$ cat src/rtl/ls_pkg.sv
package ls_pkg;
  typedef enum logic [1:0] {
    ST_IDLE   = 2'd0,
    ST_FIRST  = 2'd1,
    ST_SECOND = 2'd2
  } seq_state_e;

  localparam logic [1:0] LANE_EVEN = 2'b01;
  localparam logic [1:0] LANE_ODD  = 2'b10;
  localparam logic [1:0] LANE_BOTH = 2'b11;
endpackage

$ cat src/rtl/ls_ctrl.sv
module ls_ctrl
  import ls_pkg::*;
#(
  parameter int ADDR_W = 20,
  parameter int DATA_W = 16
) (
  input  logic              clk,
  input  logic              rst_n,
  input  logic              req_valid,
  input  logic [ADDR_W-1:0] req_addr,
  input  logic              req_word,
  input  logic              req_write,
  input  logic [DATA_W-1:0] req_wdata,
  input  logic              mem_ready,
  output logic              req_ready,
  output logic              bus_valid,
  output logic              phase_second,
  output logic              beat_fire,
  output logic [ADDR_W-1:0] cap_addr,
  output logic              cap_word,
  output logic              cap_write,
  output logic [DATA_W-1:0] cap_wdata,
  output logic              done
);
  seq_state_e state_q, state_d;
  logic       split;
  logic       accept;

  assign req_ready    = (state_q == ST_IDLE);
  assign accept       = req_valid && req_ready;
  assign bus_valid    = (state_q == ST_FIRST) || (state_q == ST_SECOND);
  assign phase_second = (state_q == ST_SECOND);
  assign beat_fire    = bus_valid && mem_ready;
  assign split        = cap_word && cap_addr[0];

  always_comb begin
    state_d = state_q;
    unique case (state_q)
      ST_IDLE:   if (accept) state_d = ST_FIRST;
      ST_FIRST:  if (mem_ready) state_d = split ? ST_SECOND : ST_IDLE;
      ST_SECOND: if (mem_ready) state_d = ST_IDLE;
      default:   state_d = ST_IDLE;
    endcase
  end

  always_ff @(posedge clk) begin
    if (!rst_n) begin
      state_q   <= ST_IDLE;
      done      <= 1'b0;
      cap_addr  <= '0;
      cap_word  <= 1'b0;
      cap_write <= 1'b0;
      cap_wdata <= '0;
    end else begin
      state_q <= state_d;
      done    <= bus_valid && mem_ready && (state_d == ST_IDLE);
      if (accept) begin
        cap_addr  <= req_addr;
        cap_word  <= req_word;
        cap_write <= req_write;
        cap_wdata <= req_wdata;
      end
    end
  end
endmodule

$ cat src/rtl/ls_planner.sv
module ls_planner
  import ls_pkg::*;
#(
  parameter int ADDR_W = 20,
  parameter int LANE_W = 8,
  localparam int DATA_W = 2 * LANE_W
) (
  input  logic              bus_valid,
  input  logic              phase_second,
  input  logic [ADDR_W-1:0] cap_addr,
  input  logic              cap_word,
  input  logic [DATA_W-1:0] cap_wdata,
  output logic [ADDR_W-1:0] mem_addr,
  output logic [1:0]        mem_lane,
  output logic [DATA_W-1:0] mem_wdata
);
  localparam logic [ADDR_W-2:0] PAIR_ONE = {{(ADDR_W-2){1'b0}}, 1'b1};

  logic [ADDR_W-2:0] pair_cur;
  logic [ADDR_W-2:0] pair_nxt;
  logic              odd;
  logic [LANE_W-1:0] lo_byte;
  logic [LANE_W-1:0] hi_byte;

  assign pair_cur = cap_addr[ADDR_W-1:1];
  assign pair_nxt = pair_cur + PAIR_ONE;
  assign odd      = cap_addr[0];
  assign lo_byte  = cap_wdata[LANE_W-1:0];
  assign hi_byte  = cap_wdata[DATA_W-1:LANE_W];

  always_comb begin
    mem_addr  = '0;
    mem_lane  = 2'b00;
    mem_wdata = '0;
    if (bus_valid) begin
      if (phase_second) begin
        mem_addr  = {pair_nxt, 1'b0};
        mem_lane  = LANE_EVEN;
        mem_wdata = {{LANE_W{1'b0}}, hi_byte};
      end else begin
        mem_addr = {pair_cur, 1'b0};
        if (odd)           mem_lane = LANE_ODD;
        else if (cap_word) mem_lane = LANE_BOTH;
        else               mem_lane = LANE_EVEN;
        if (odd)           mem_wdata = {lo_byte, {LANE_W{1'b0}}};
        else if (cap_word) mem_wdata = {hi_byte, lo_byte};
        else               mem_wdata = {{LANE_W{1'b0}}, lo_byte};
      end
    end
  end
endmodule

$ cat src/rtl/ls_assembler.sv
module ls_assembler #(
  parameter int LANE_W = 8,
  localparam int DATA_W = 2 * LANE_W
) (
  input  logic              clk,
  input  logic              rst_n,
  input  logic              beat_fire,
  input  logic              phase_second,
  input  logic              cap_word,
  input  logic              cap_odd,
  input  logic              cap_write,
  input  logic [DATA_W-1:0] mem_rdata,
  output logic [DATA_W-1:0] rdata
);
  logic [LANE_W-1:0] stage_q;
  logic [LANE_W-1:0] even_b;
  logic [LANE_W-1:0] odd_b;

  assign even_b = mem_rdata[LANE_W-1:0];
  assign odd_b  = mem_rdata[DATA_W-1:LANE_W];

  always_ff @(posedge clk) begin
    if (!rst_n) begin
      stage_q <= '0;
      rdata   <= '0;
    end else if (beat_fire && !cap_write) begin
      if (phase_second) begin
        rdata <= {even_b, stage_q};
      end else if (cap_word && cap_odd) begin
        stage_q <= odd_b;
      end else if (cap_word) begin
        rdata <= mem_rdata;
      end else begin
        rdata <= {{LANE_W{1'b0}}, (cap_odd ? odd_b : even_b)};
      end
    end
  end
endmodule

$ cat src/rtl/lane_seq.sv
module lane_seq #(
  parameter int ADDR_W = 20,
  parameter int LANE_W = 8,
  localparam int DATA_W = 2 * LANE_W
) (
  input  logic              clk,
  input  logic              rst_n,
  input  logic              req_valid,
  output logic              req_ready,
  input  logic [ADDR_W-1:0] req_addr,
  input  logic              req_word,
  input  logic              req_write,
  input  logic [DATA_W-1:0] req_wdata,
  output logic              done,
  output logic [DATA_W-1:0] rdata,
  output logic              mem_valid,
  input  logic              mem_ready,
  output logic [ADDR_W-1:0] mem_addr,
  output logic [1:0]        mem_lane,
  output logic              mem_we,
  output logic [DATA_W-1:0] mem_wdata,
  input  logic [DATA_W-1:0] mem_rdata
);
  logic              phase_second;
  logic              beat_fire;
  logic [ADDR_W-1:0] cap_addr;
  logic              cap_word;
  logic              cap_write;
  logic [DATA_W-1:0] cap_wdata;

  ls_ctrl #(.ADDR_W(ADDR_W), .DATA_W(DATA_W)) u_ctrl (
    .clk          (clk),
    .rst_n        (rst_n),
    .req_valid    (req_valid),
    .req_addr     (req_addr),
    .req_word     (req_word),
    .req_write    (req_write),
    .req_wdata    (req_wdata),
    .mem_ready    (mem_ready),
    .req_ready    (req_ready),
    .bus_valid    (mem_valid),
    .phase_second (phase_second),
    .beat_fire    (beat_fire),
    .cap_addr     (cap_addr),
    .cap_word     (cap_word),
    .cap_write    (cap_write),
    .cap_wdata    (cap_wdata),
    .done         (done)
  );

  ls_planner #(.ADDR_W(ADDR_W), .LANE_W(LANE_W)) u_plan (
    .bus_valid    (mem_valid),
    .phase_second (phase_second),
    .cap_addr     (cap_addr),
    .cap_word     (cap_word),
    .cap_wdata    (cap_wdata),
    .mem_addr     (mem_addr),
    .mem_lane     (mem_lane),
    .mem_wdata    (mem_wdata)
  );

  ls_assembler #(.LANE_W(LANE_W)) u_asm (
    .clk          (clk),
    .rst_n        (rst_n),
    .beat_fire    (beat_fire),
    .phase_second (phase_second),
    .cap_word     (cap_word),
    .cap_odd      (cap_addr[0]),
    .cap_write    (cap_write),
    .mem_rdata    (mem_rdata),
    .rdata        (rdata)
  );

  assign mem_we = mem_valid && cap_write;
endmodule

$ cat config.mk
export PLATFORM = sky130hd
export DESIGN_NAME = lane_seq
export DESIGN_NICKNAME = d
export VERILOG_FILES = /design/src/rtl/ls_pkg.sv /design/src/rtl/ls_ctrl.sv /design/src/rtl/ls_planner.sv /design/src/rtl/ls_assembler.sv /design/src/rtl/lane_seq.sv
export SDC_FILE = /design/constraint.sdc
export NUM_CORES = 1
export LEC_CHECK = 0
export CAP_MARGIN = 20
export CORE_MARGIN = 2
export CORE_UTILIZATION = 38
export DETAILED_ROUTE_END_ITERATION = 10
export PLACE_DENSITY = 0.78
export SETUP_SLACK_MARGIN = 0.3
export SLEW_MARGIN = 15
export SYNTH_ARGS = -nofsm -noshare
export SYNTH_HDL_FRONTEND = slang
export SYNTH_HIERARCHICAL = 1
export SYNTH_SLANG_ARGS = --single-unit
$ cat constraint.sdc
create_clock -name clk -period 2.73 [get_ports clk]
set_clock_uncertainty 0.15 [all_clocks]
set_input_delay 0.6825 -clock clk [delete_from_list [all_inputs] [get_ports clk]]
set_output_delay 0.6825 -clock clk [all_outputs]
set_load 0.05 [all_outputs]
==> results.cfg <==
[floorplan]
die-height_um = 103
start_util_pct = 38.8
row_count = 36
die_area_um2 = 10700
coreArea_um2 = 9680
die_w_um = 103
ios = 116

[route]
drt_drc_violations_left = 0
dr.pass1.iters = 5
ant_nets = 0
first_iter_violations = 210
vias = 3968
viasPerCell = 5.40
wl_per_cell_um = 18.3
wirelength_mm = 13.4

[setup_path]
startpoint_type = flop
crit_path_end_kind = output port
cp_max_fo = 3
required_ns = 1.90
crit_type = reg2out
cp.arrival_ns = 2.24

[power_and_ir_drop]
powerDensity_nw_per_um2 = 416
total_power_w = 0.00283
peakVddDrop_mv = 0.296
p_leak_nw = 2.48

[clocking]
cts_buffers = 9
clock_latency_ns = 0.34
clkSlewWorstSetupHoldPaths_ns = 0.09
cts_tree = yes
cts.htree.levels = 3
clk_root_buffer_cell = clkbuf_8
clkSinkCount = 65
cts_buffer_depth = 2

[global_route]
first_global_vias = 3911
grt_max_degree = 39
grt_pass1_wl_mm = 19.3
track_usage_pct = 23.3
grt.overflow.total = 0
antenna_found_initial = 0

[placed_design]
post-place-cells = 681
dpl_cell_area_um2 = 5660
hpwl_mm = 7.67
place.gp.congestion = 0.786
numPortBuffers = 114

[sta]
period_minus_slack_ns = 3.07
setup_ws_ns = -0.340
max_freq_ghz = 0.326
min_period_over_period_pct = 112
finalMaxSlewViolations = 0
worst_pin_slew_ns = 0.557
rsz0062_at_grt = true
hold_viol = 0
maxSlewHeadroom_pct = 62.7
setup_violations = 35

[layout]
stdcell_area_um2 = 6800
syn2layout_area_growth_pct = 81.0
fillerInstances = 644
fin_cells = 735
nets = 661
fin_util_pct = 70.2
layout-drive-gt1-share_pct = 41.4
insertedDiodeCount = 0

[yosys]
syn_area_um2 = 3760
synth.net_count = 510
ys_warn_count = 6
ys_seq_area_share_pct = 34.6
yosys.cell_types.count = 49
syn-mean-instance-area_um2 = 8.42
syn_inst = 446
ys_ff_latch = 65
synthFlopType = dfxtp_1
synth_enable_flop_cells = 0
async_flop_share_pct = 0

[status]
status = finished with violations
violations = negative setup slack

[run]
maxCapViolCount = 0

[hold_path]
hold_path_class = reg2reg
==> cells in the mapped netlist (all sizes together), types with 6 or more instances <==
cell type	instances	share of area, %
buf	19	4.9
clkbuf	12	1.2
mux2i	12	3.2
nand2b	9	1.5
xnor2	6	1.4
inv	10	1.0
o211a	8	2.1
nand4	6	1.4
ha	6	2.0
nor2	32	3.2
nor2b	10	1.7
mux2	8	2.4
a21oi	6	0.80
nand3	8	1.1
a21boi	46	11
nand2	110	11
o211ai	16	4.3
a22oi	16	3.2
o21ai	8	1.1
dfxtp	65	35
==> what timing repair did <==
item                                   in CTS  in global routing
setup endpoints to repair                  38                 38
endpoints found under the hold margin       0                  0
pin swaps                                  20                 43
gates cloned                                2                  1
resized for setup                          74                 47
buffers inserted                           15                 20
hold buffers                                0                  0
==> sequential cells by signal, indices dropped and copies added, names as in the netlist <==
name	count
u_ctrl/cap_write	1
u_ctrl/cap_addr	20
u_asm/rdata	16
u_ctrl/cap_word	1
u_ctrl/done	1
u_asm/stage_q	8
u_ctrl/state_q	2
u_ctrl/cap_wdata	16
==> kinds of logic (layout without fill, tap and decap cells) <==
logic type	after synthesis	count (layout)	synth area share (%)
flops	65	65	34.6
other cells	1	1	0.0998
fa+ha+maj	6	6	2.00
xor+xnor	10	10	2.33
compound gates	103	103	23.3
mux	20	20	5.60
simple gates	200	201	25.0
buf+inv	41	196	7.13
==> layer usage <==
layer	track usage (%)	vias up	wire, um
met1	28.5	1942	5310
li1	-	1832	-
met4	9.01	0	326
met2	40.3	161	7020
met3	4.64	33	788
met5	0	-	0
==> critical path, cell delays in order (launching register included) <==
cell,delay (ns)
dfxtp_1,0.38
nand4_1,0.23
or4_4,0.61
or3_4,0.36
a21oi_4,0.17
buf_12,0.15
==> final timing paths <==
kind | from | to | slack [ns] | cells after the start
worst min-delay path | u_asm/rdata[3] | u_asm/rdata[3] | 0.31 | 2
worst max register to register | u_ctrl/state_q[0] | u_asm/stage_q[6] | 0.35 | 13
worst max-delay path | u_ctrl/cap_addr[4] | mem_addr[18] | -0.34 | 5
worst min register to register | u_asm/rdata[3] | u_asm/rdata[3] | 0.31 | 2
==> where the power goes <==
group | total (W) | switching (W) | internal (W)
sequential | 0.00106 | 0.0000584 | 0.000997
clock | 0.00104 | 0.000409 | 0.000635
combinational | 0.000727 | 0.000391 | 0.000336
==> layout by cell type, fill, tap and decap left out, drive strengths merged, types with 10 or more instances in the layout <==
cell / instances
nor2b: 10
clkbuf: 10
dfxtp: 65
o211ai: 16
buf: 96
nor2: 32
mux2i: 12
a22oi: 16
a21boi: 46
clkdlybuf4s50: 73
nand2: 111
==> area by class of cell <==
type,count,area [um2],area share (%)
clock inverters,6,115,1.69
flip-flops and latches,65,1330,19.6
multi-input cells,341,2830,41.6
clock buffers,10,138,2.02
inverters,10,51.3,0.754
repair buffers,170,2170,31.9
well taps,133,166,2.45
==> metrics by stage <==
step                      hold WS [ns]  setup TNS [ns]  worst slack, ns
after floorplan                  0.301               0           0.0603
after global placement           0.289               0            0.171
after detailed placement         0.297               0           0.0696
after CTS                        0.307          -0.842           -0.212
after global routing             0.335           -5.08           -0.353
final                            0.308           -3.66           -0.340
No activity file was read; power rests on OpenSTA's default activity.
